**config.mk**
```make
export PLATFORM = sky130hd
export DESIGN_NAME = evt_react_core
export DESIGN_NICKNAME = d
export VERILOG_FILES = /design/src/rtl/evr_pkg.sv /design/src/rtl/evr_phase.sv /design/src/rtl/evr_match.sv /design/src/rtl/evr_outregs.sv /design/src/rtl/evt_react_core.sv
export SDC_FILE = /design/constraint.sdc
export NUM_CORES = 1
export LEC_CHECK = 0
export BUFFER_PORTS_ARGS = -buffer_cell sky130_fd_sc_hd__clkbuf_2
export CAP_MARGIN = 5
export CORE_ASPECT_RATIO = 2
export CORE_MARGIN = 2
export CORE_UTILIZATION = 35
export CTS_CLUSTER_SIZE = 16
export DETAILED_ROUTE_END_ITERATION = 8
export PLACE_DENSITY_LB_ADDON = 0.12
export SLEW_MARGIN = 30
export SYNTH_ARGS = -nofsm -noshare
export SYNTH_HDL_FRONTEND = slang
export SYNTH_SLANG_ARGS = --single-unit
```
**constraint.sdc**
```tcl
create_clock -name clk_i -period 7.3 [get_ports clk_i]
set_input_delay 0.365 -clock clk_i [delete_from_list [all_inputs] [get_ports clk_i]]
set_output_delay 0.365 -clock clk_i [all_outputs]
set_load 0.02 [all_outputs]
```
**src/rtl/evr_pkg.sv**
```systemverilog
package evr_pkg;
  typedef enum logic [2:0] {
    PH_INIT   = 3'd0,
    PH_IDLE   = 3'd1,
    PH_DETECT = 3'd2,
    PH_EXEC   = 3'd3,
    PH_EMIT   = 3'd4
  } phase_e;
endpackage

```
**src/rtl/evr_phase.sv**
```systemverilog
module evr_phase
  import evr_pkg::*;
(
  input  logic   clk_i,
  input  logic   rst_ni,
  input  logic   any_ev_i,
  output phase_e phase_o
);
  phase_e phase_d;

  always_comb begin
    phase_d = phase_o;
    unique case (phase_o)
      PH_INIT:   phase_d = PH_IDLE;
      PH_IDLE:   if (any_ev_i) phase_d = PH_DETECT;
      PH_DETECT: phase_d = PH_EXEC;
      PH_EXEC:   phase_d = PH_EMIT;
      PH_EMIT:   phase_d = PH_IDLE;
      default:   phase_d = PH_IDLE;
    endcase
  end

  always_ff @(posedge clk_i or negedge rst_ni) begin
    if (!rst_ni) phase_o <= PH_INIT;
    else         phase_o <= phase_d;
  end
endmodule

```
**src/rtl/evr_match.sv**
```systemverilog
module evr_match #(
  parameter int NI   = 4,
  parameter int SW   = 3,
  parameter int NE   = 8,
  localparam int IW   = (NE > 1) ? $clog2(NE) : 1,
  localparam int SELW = (NI > 1) ? $clog2(NI) : 1
) (
  input  logic [NI-1:0]    snap_i,
  input  logic [SW-1:0]    state_i,
  input  logic [NE*NI-1:0] in_mask_i,
  input  logic [NE*SW-1:0] cur_st_i,
  output logic             hit_o,
  output logic [IW-1:0]    idx_o,
  output logic [SELW-1:0]  sel_o
);
  logic [NE-1:0] hit_vec;
  logic [NI-1:0] win_mask;

  for (genvar e = 0; e < NE; e++) begin : g_ent
    logic [NI-1:0] m;
    assign m = in_mask_i[e*NI +: NI];
    assign hit_vec[e] = (|m) && ((snap_i & m) == m) &&
                        (cur_st_i[e*SW +: SW] == state_i);
  end

  // lowest index wins
  always_comb begin
    idx_o = '0;
    for (int e = NE - 1; e >= 0; e--) begin
      if (hit_vec[e]) idx_o = IW'(e);
    end
  end

  assign hit_o    = |hit_vec;
  assign win_mask = in_mask_i[idx_o*NI +: NI];

  // data source: lowest required input of the winning entry
  always_comb begin
    sel_o = '0;
    for (int i = NI - 1; i >= 0; i--) begin
      if (win_mask[i]) sel_o = SELW'(i);
    end
  end
endmodule

```
**src/rtl/evr_outregs.sv**
```systemverilog
module evr_outregs #(
  parameter int NO = 4,
  parameter int DW = 8
) (
  input  logic           clk_i,
  input  logic           rst_ni,
  input  logic           wr_en_i,
  input  logic [NO-1:0]  wr_mask_i,
  input  logic [DW-1:0]  wr_data_i,
  input  logic           emit_en_i,
  input  logic [NO-1:0]  emit_mask_i,
  output logic [NO*DW-1:0] data_o,
  output logic [NO-1:0]  emit_o
);
  for (genvar o = 0; o < NO; o++) begin : g_out
    always_ff @(posedge clk_i or negedge rst_ni) begin
      if (!rst_ni) begin
        data_o[o*DW +: DW] <= '0;
        emit_o[o]          <= 1'b0;
      end else begin
        if (wr_en_i && wr_mask_i[o]) data_o[o*DW +: DW] <= wr_data_i;
        emit_o[o] <= emit_en_i && emit_mask_i[o];
      end
    end
  end
endmodule

```
**src/rtl/evt_react_core.sv**
```systemverilog
module evt_react_core
  import evr_pkg::*;
#(
  parameter int NI         = 4,
  parameter int NO         = 4,
  parameter int DW         = 8,
  parameter int SW         = 3,
  parameter int NE         = 8,
  parameter int INIT_STATE = 1
) (
  input  logic             clk_i,
  input  logic             rst_ni,
  input  logic [NI-1:0]    ev_present_i,
  input  logic [NI*DW-1:0] ev_data_i,
  output logic [NI-1:0]    consume_o,
  input  logic [NE*NI-1:0] tbl_in_mask_i,
  input  logic [NE*SW-1:0] tbl_cur_st_i,
  input  logic [NE*SW-1:0] tbl_nxt_st_i,
  input  logic [NE*NO-1:0] tbl_out_mask_i,
  input  logic [NE*DW-1:0] tbl_out_data_i,
  output logic [NO*DW-1:0] out_data_o,
  output logic [NO-1:0]    out_emit_o,
  output logic [SW-1:0]    state_o,
  output logic             busy_o
);
  localparam int IW   = (NE > 1) ? $clog2(NE) : 1;
  localparam int SELW = (NI > 1) ? $clog2(NI) : 1;

  phase_e          phase_q;
  logic [NI-1:0]   snap_q;
  logic [SW-1:0]   state_q, nxt_q;
  logic [NO-1:0]   omask_q;
  logic            hit_q;
  logic            m_hit;
  logic [IW-1:0]   m_idx;
  logic [SELW-1:0] m_sel;
  logic            in_detect, in_exec;
  logic [DW-1:0]   wr_data;

  evr_phase u_phase (
    .clk_i    (clk_i),
    .rst_ni   (rst_ni),
    .any_ev_i (|ev_present_i),
    .phase_o  (phase_q)
  );

  evr_match #(.NI(NI), .SW(SW), .NE(NE)) u_match (
    .snap_i    (snap_q),
    .state_i   (state_q),
    .in_mask_i (tbl_in_mask_i),
    .cur_st_i  (tbl_cur_st_i),
    .hit_o     (m_hit),
    .idx_o     (m_idx),
    .sel_o     (m_sel)
  );

  assign in_detect = (phase_q == PH_DETECT);
  assign in_exec   = (phase_q == PH_EXEC);
  // data is read after the event snapshot, at the end of detect
  assign wr_data   = tbl_out_data_i[m_idx*DW +: DW] ^ ev_data_i[m_sel*DW +: DW];

  always_ff @(posedge clk_i or negedge rst_ni) begin
    if (!rst_ni) begin
      snap_q  <= '0;
      state_q <= '0;
      nxt_q   <= '0;
      omask_q <= '0;
      hit_q   <= 1'b0;
    end else begin
      if (phase_q == PH_IDLE && |ev_present_i) snap_q <= ev_present_i;
      if (in_detect) begin
        hit_q   <= m_hit;
        nxt_q   <= tbl_nxt_st_i[m_idx*SW +: SW];
        omask_q <= m_hit ? tbl_out_mask_i[m_idx*NO +: NO] : '0;
      end
      if (phase_q == PH_INIT)   state_q <= SW'(INIT_STATE);
      else if (in_exec && hit_q) state_q <= nxt_q;
    end
  end

  evr_outregs #(.NO(NO), .DW(DW)) u_out (
    .clk_i       (clk_i),
    .rst_ni      (rst_ni),
    .wr_en_i     (in_detect && m_hit),
    .wr_mask_i   (tbl_out_mask_i[m_idx*NO +: NO]),
    .wr_data_i   (wr_data),
    .emit_en_i   (in_exec && hit_q),
    .emit_mask_i (omask_q),
    .data_o      (out_data_o),
    .emit_o      (out_emit_o)
  );

  assign consume_o = (in_exec && hit_q) ? snap_q : '0;
  assign state_o   = state_q;
  assign busy_o    = (phase_q != PH_IDLE);
endmodule

```
After elaboration in Yosys (flattened, before gate mapping)
Index checks and enable logic that the tools add are counted.
Operators by class
  bitwise operators: 9
  reductions and logical operators: 39
  equal/unequal tests: 21
  shifts and indexed selects: 5
  $mul: 1
  mux-type cells: 18
Operators with widths (number)
  $shiftx 32x6->4: 2
  $shiftx 64x7->8: 1
  $reduce_or 4->1: 9
  $mux 3: 11
  $and 4x4->4: 8
  $eq 4x4->1: 8
  $shiftx 32x6->8: 1
  $logic_and 1x1->1: 27
  $eq 3x3->1: 8
  $shiftx 24x6->3: 1
  $pmux 3 s3: 1
  $mux 2: 4
  $mux 4: 2
  $reduce_or 8->1: 1
  $xor 8x8->8: 1
  $eq 3x2->1 const B: 2
  $mul 3x2->5 const B: 1
  $eq 3x1->1 const B: 1
  $logic_not 3->1: 1
  $ne 3x1->1 const B: 1
  $ne 2x1->1 const B: 1
  $reduce_bool 2->1: 1
Word-level totals
  bits in registers: 54
  output and inout bits: 44
  input port bits: 214

Longest topological paths before layout
  depth in word-level cells: 19
  depth in mapped cells: 16

By module
A second synthesis with hierarchy kept.
Second synthesis, totals
  cell total of the unflattened synthesis: 382
  area total of the unflattened synthesis: 4400.5 sq um
Modules (own cells, without submodules)
  evt_react_core: instances 1, cells an instance 191, area each 2033.2 sq um
  evr_outregs: instances 1, cells an instance 76, area each 1311.3 sq um
  evr_match: instances 1, cells an instance 106, area each 935.9 sq um
  evr_phase: instances 1, cells an instance 9, area each 120.1 sq um

Least setup slack after synthesis
OpenSTA, ideal clock, no wires.
  path kind: flip-flop to flip-flop
  from: reg state_q[0], in the netlist state_o[0]
  to: reg u_out.data_o[0]
  required time: 7.175 ns
  period minus slack after synthesis: 3.703 ns
  arrival time: 3.578 ns
  cell stages (with the launch flop): 16
  setup time: 0.125 ns
  slack: 3.597 ns
  path through: dfrtp_1 -> buf_4 -> xor2_1 -> nor4_4 -> a2bb2oi_2 -> o311ai_4 -> o31ai_4 -> a221o_1 -> o22ai_1 -> buf_2 -> o21a_1 -> buf_4 -> mux2_1 -> o22ai_2 -> xnor2_1 -> mux2_2
Between the ends
  word-level cells in the longest chain between the ends: 17
RTL lines
  start, declared: RTL line evt_react_core.sv:31  | logic [SW-1:0] state_q, nxt_q;
  start signal, assigned: RTL line evt_react_core.sv:76  | if (phase_q == PH_INIT) state_q <= SW'(INIT_STATE);
  start signal, assigned: RTL line evt_react_core.sv:77  | else if (in_exec && hit_q) state_q <= nxt_q;
  $eq 3x3->1: RTL line evr_match.sv:23  | (cur_st_i[e*SW +: SW] == state_i);
  $logic_and 1x1->1: RTL line evr_match.sv:22  | assign hit_vec[e] = (|m) && ((snap_i & m) == m) &&
  $mux 3 (8 in a row): RTL line evr_match.sv:30  | if (hit_vec[e]) idx_o = IW'(e);
  $shiftx 32x6->4: RTL line evr_match.sv:35  | assign win_mask = in_mask_i[idx_o*NI +: NI];
  $mux 2 (4 in a row): RTL line evr_match.sv:41  | if (win_mask[i]) sel_o = SELW'(i);
  $shiftx 32x6->8: RTL line evt_react_core.sv:60  | assign wr_data = tbl_out_data_i[m_idx*DW +: DW] ^ ev_data_i[m_sel*DW +: DW];
  $xor 8x8->8: RTL line evt_react_core.sv:60
  end signal, assigned by index: RTL line evr_outregs.sv:21  | if (wr_en_i && wr_mask_i[o]) data_o[o*DW +: DW] <= wr_data_i;
  end, declared: RTL line evr_outregs.sv:12  | output logic [NO*DW-1:0] data_o,
Several ways; a longest one is shown, not always the timed one.
A chain may end at the register's enable or synchronous reset.

Final worst setup path
  from: reg state_q[2], in the netlist state_o[2]
  to: reg u_out.data_o[17]
The elaborated chain is that of the path after synthesis.

==> run metrics <==
Post-synth ARST share=1.00; max cap viols=0; Worst setup SP type=register; DRC=14; power after layout=2.79 mW; drt first pass iters=8; Netlist cell types=61; I/O pin cnt=258; EDFF count, synth=0; GR Overflow Total=0; initial antenna violation count=0; Lkg Pwr=3.11 nW; Worst EP arrival=5150 ps; worst min path class=in -> async; setup bufs post-CTS=0; CTS H-tree depth=2; fillers=1,307; worst rel slew slack=0.382; Clk Latency, worst-skew pair=300 ps; Total GRT Usage=0.262; dpl cells=917; PD cells=450 nW/um2; pin count of the biggest net entering global routing=55; gp weighted congestion=0.954; initial drt markers=281; CTS Buf Count=5; CTS Hold Bufs=0; vias in the first global route=5,487; Vias/cell=5.66; Critical Path RT=7480 ps; syn nets=749; number of synthesis warnings=0; fin util=0.475; Post-synth top cells=86 x nand2_1, 54 x dfrtp_1, 33 x nand3_1; final instance area=6210 um2; vias after detailed routing=5,235; Final Hold Fails=0; DIE AREA=14,400 um2; Num Clock Sinks=54; Reg clk slew, reported paths=70 ps; top-count cell post-synth=nand2_1; clock buffer depth=2; RSZ-0062 raised after global routing=no; final wirelength=18.9 mm; Worst Setup Path Type=reg -> reg; CP Capture Type=register; area grow syn2layout=32.8%; top cell type by total area after synthesis=dfrtp_1; Starting Density=0.358; post-synthesis instance total=535; Core Box Area=13,100 um2; average size of a mapped cell=8.74 um2; minimum clock period=4970 ps; row cnt=59; Worst VDD drop=0.000258 V; post-route clock period utilization=0.681; Clock Skew=7.64 ps; synthesis-stage register bit count=54; Port Buffers=257; CTS root buffer=clkbuf_16; FMAX=201 MHz; DR WL/cell=20.4 um; fin cells=925; Placed Area=6050 um2; setup TNS=0 ps; HPWL Detailed=15.6 mm; Detail Route Antenna Nets=0; Die Ht=167 um; Final Slew Violations=0; Mapped Area=4670 um2; final net count=986; Main synth FF type=dfrtp_1; synth top area cells=dfrtp_1 29%, mux2_2 7.7%, nand2_1 6.9%; violated checks=design-rule violations; post-synth top area share=0.289; first-pass GRT wire length=29.2 mm; CP Max Fanout=18; Die Span X=85.7 um; CTS tree=done; antenna cells=0; sequential-to-total area share from yosys stat=0.289; # setup viols final=0; Slew @ Worst Pin=927 ps; CTS resizes=0; status=complete, but fails checks; layout cells sized above 1=0.435
## placed cells by master, fill, tap and decap left out, types with 6 or more instances in the layout
| master | netlist | layout |
|---|---|---|
| a21oi_1 | 15 | 15 |
| xor2_1 | 21 | 21 |
| nor2_1 | 26 | 26 |
| o21ai_0 | 22 | 22 |
| nor4_1 | 13 | 13 |
| o22ai_2 | 8 | 11 |
| nor2b_1 | 6 | 6 |
| and3_1 | 12 | 12 |
| mux2_2 | 32 | 32 |
| nand3_1 | 33 | 33 |
| clkbuf_2 | 0 | 257 |
| mux2i_1 | 18 | 18 |
| dfrtp_1 | 54 | 54 |
| and2_1 | 11 | 11 |
| nand2_1 | 86 | 84 |
| a221o_1 | 8 | 8 |
| a22o_1 | 6 | 6 |
| a21boi_0 | 7 | 7 |
| a22oi_1 | 9 | 9 |
| xnor2_1 | 11 | 11 |
| mux2_4 | 6 | 6 |
| inv_1 | 12 | 12 |
| a32o_1 | 8 | 8 |
| a221oi_1 | 8 | 8 |
## critical path, stage by stage (launching register included)
cell,delay (ps)
dfrtp_1,700
xor2_1,190
nor4_4,350
o2111ai_2,240
nand3b_1,210
nand2b_1,430
a221o_1,450
o22ai_1,720
o21a_1,550
mux2_1,390
o22ai_2,170
xnor2_1,140
mux2_2,290
## final cells by class
class / instances / area, um2 / area share
timing repair buffer: 260 / 1310 / 0.211
tap: 152 / 190 / 0.0306
clock inverter: 2 / 17.5 / 0.00282
multi-input combinational: 439 / 3150 / 0.508
clock buffer: 6 / 139 / 0.0224
sequential: 54 / 1350 / 0.218
inverter: 12 / 45.0 / 0.00726
## report_power, final
part | internal [mW] | total (mW) | leakage (nW) | switching, mW
registers | 0.426 | 0.566 | 0.688 | 0.140
clock network | 0.138 | 0.251 | 0.0770 | 0.113
logic | 0.786 | 1.97 | 2.34 | 1.19
total | 1.35 | 2.79 | 3.11 | 1.44
## logic make-up (layout without fill, tap and decap cells)
group	after synthesis	in the layout	synth area share
flops	54	54	0.289
xor+xnor	32	32	0.0600
buf+inv	42	280	0.0423
simple gates	210	210	0.224
mux	59	59	0.145
compound gates	138	138	0.240
## registers in the layout (all words and copies together) (netlist names)
name             cells
u_out.data_o        32
omask_q              4
snap_q               4
u_out.emit_o         4
nxt_q                3
state_o              3
u_phase.phase_o      3
hit_q                1
## stage by stage
stage / worst slack [ps] / hold slack (ps)
4_1_cts: 2300 / 218
2_1_floorplan: 3600 / 69.4
3_5_place_dp: 2330 / 464
6_report: 2330 / 188
3_3_place_gp: 2270 / 453
5_1_grt: 1930 / 265
## path summary, 6_finish.rpt
check | endpoint | slack, ps | depth (start not counted) | startpoint
hold / removal | u_out.data_o[10]$_DFFE_PN0P_ | 190 | 2 | rst_ni
min in group clk_i | u_phase.phase_o[0]$_DFFE_PN0P_ | 330 | 2 | ev_present_i[0]
hold reg to reg | omask_q[0]$_DFFE_PN0P_ | 480 | 1 | omask_q[0]$_DFFE_PN0P_
setup / recovery | u_out.data_o[17]$_DFFE_PN0P_ | 2330 | 12 | state_o[2]$_DFFE_PN0P_
max in group asynchronous | u_out.data_o[6]$_DFFE_PN0P_ | 6640 | 2 | rst_ni
setup reg to reg | u_out.data_o[17]$_DFFE_PN0P_ | 2330 | 12 | state_o[2]$_DFFE_PN0P_
## routing by layer
metal / track usage / part of all wire / vias to the layer above
li1: - / - / 2476
met1: 0.271 / 0.35 / 2481
met2: 0.510 / 0.56 / 242
met3: 0.0355 / 0.052 / 36
met4: 0.103 / 0.036 / 0
met5: 0 / 0 / -
Power figures use the tool's default switching activity.
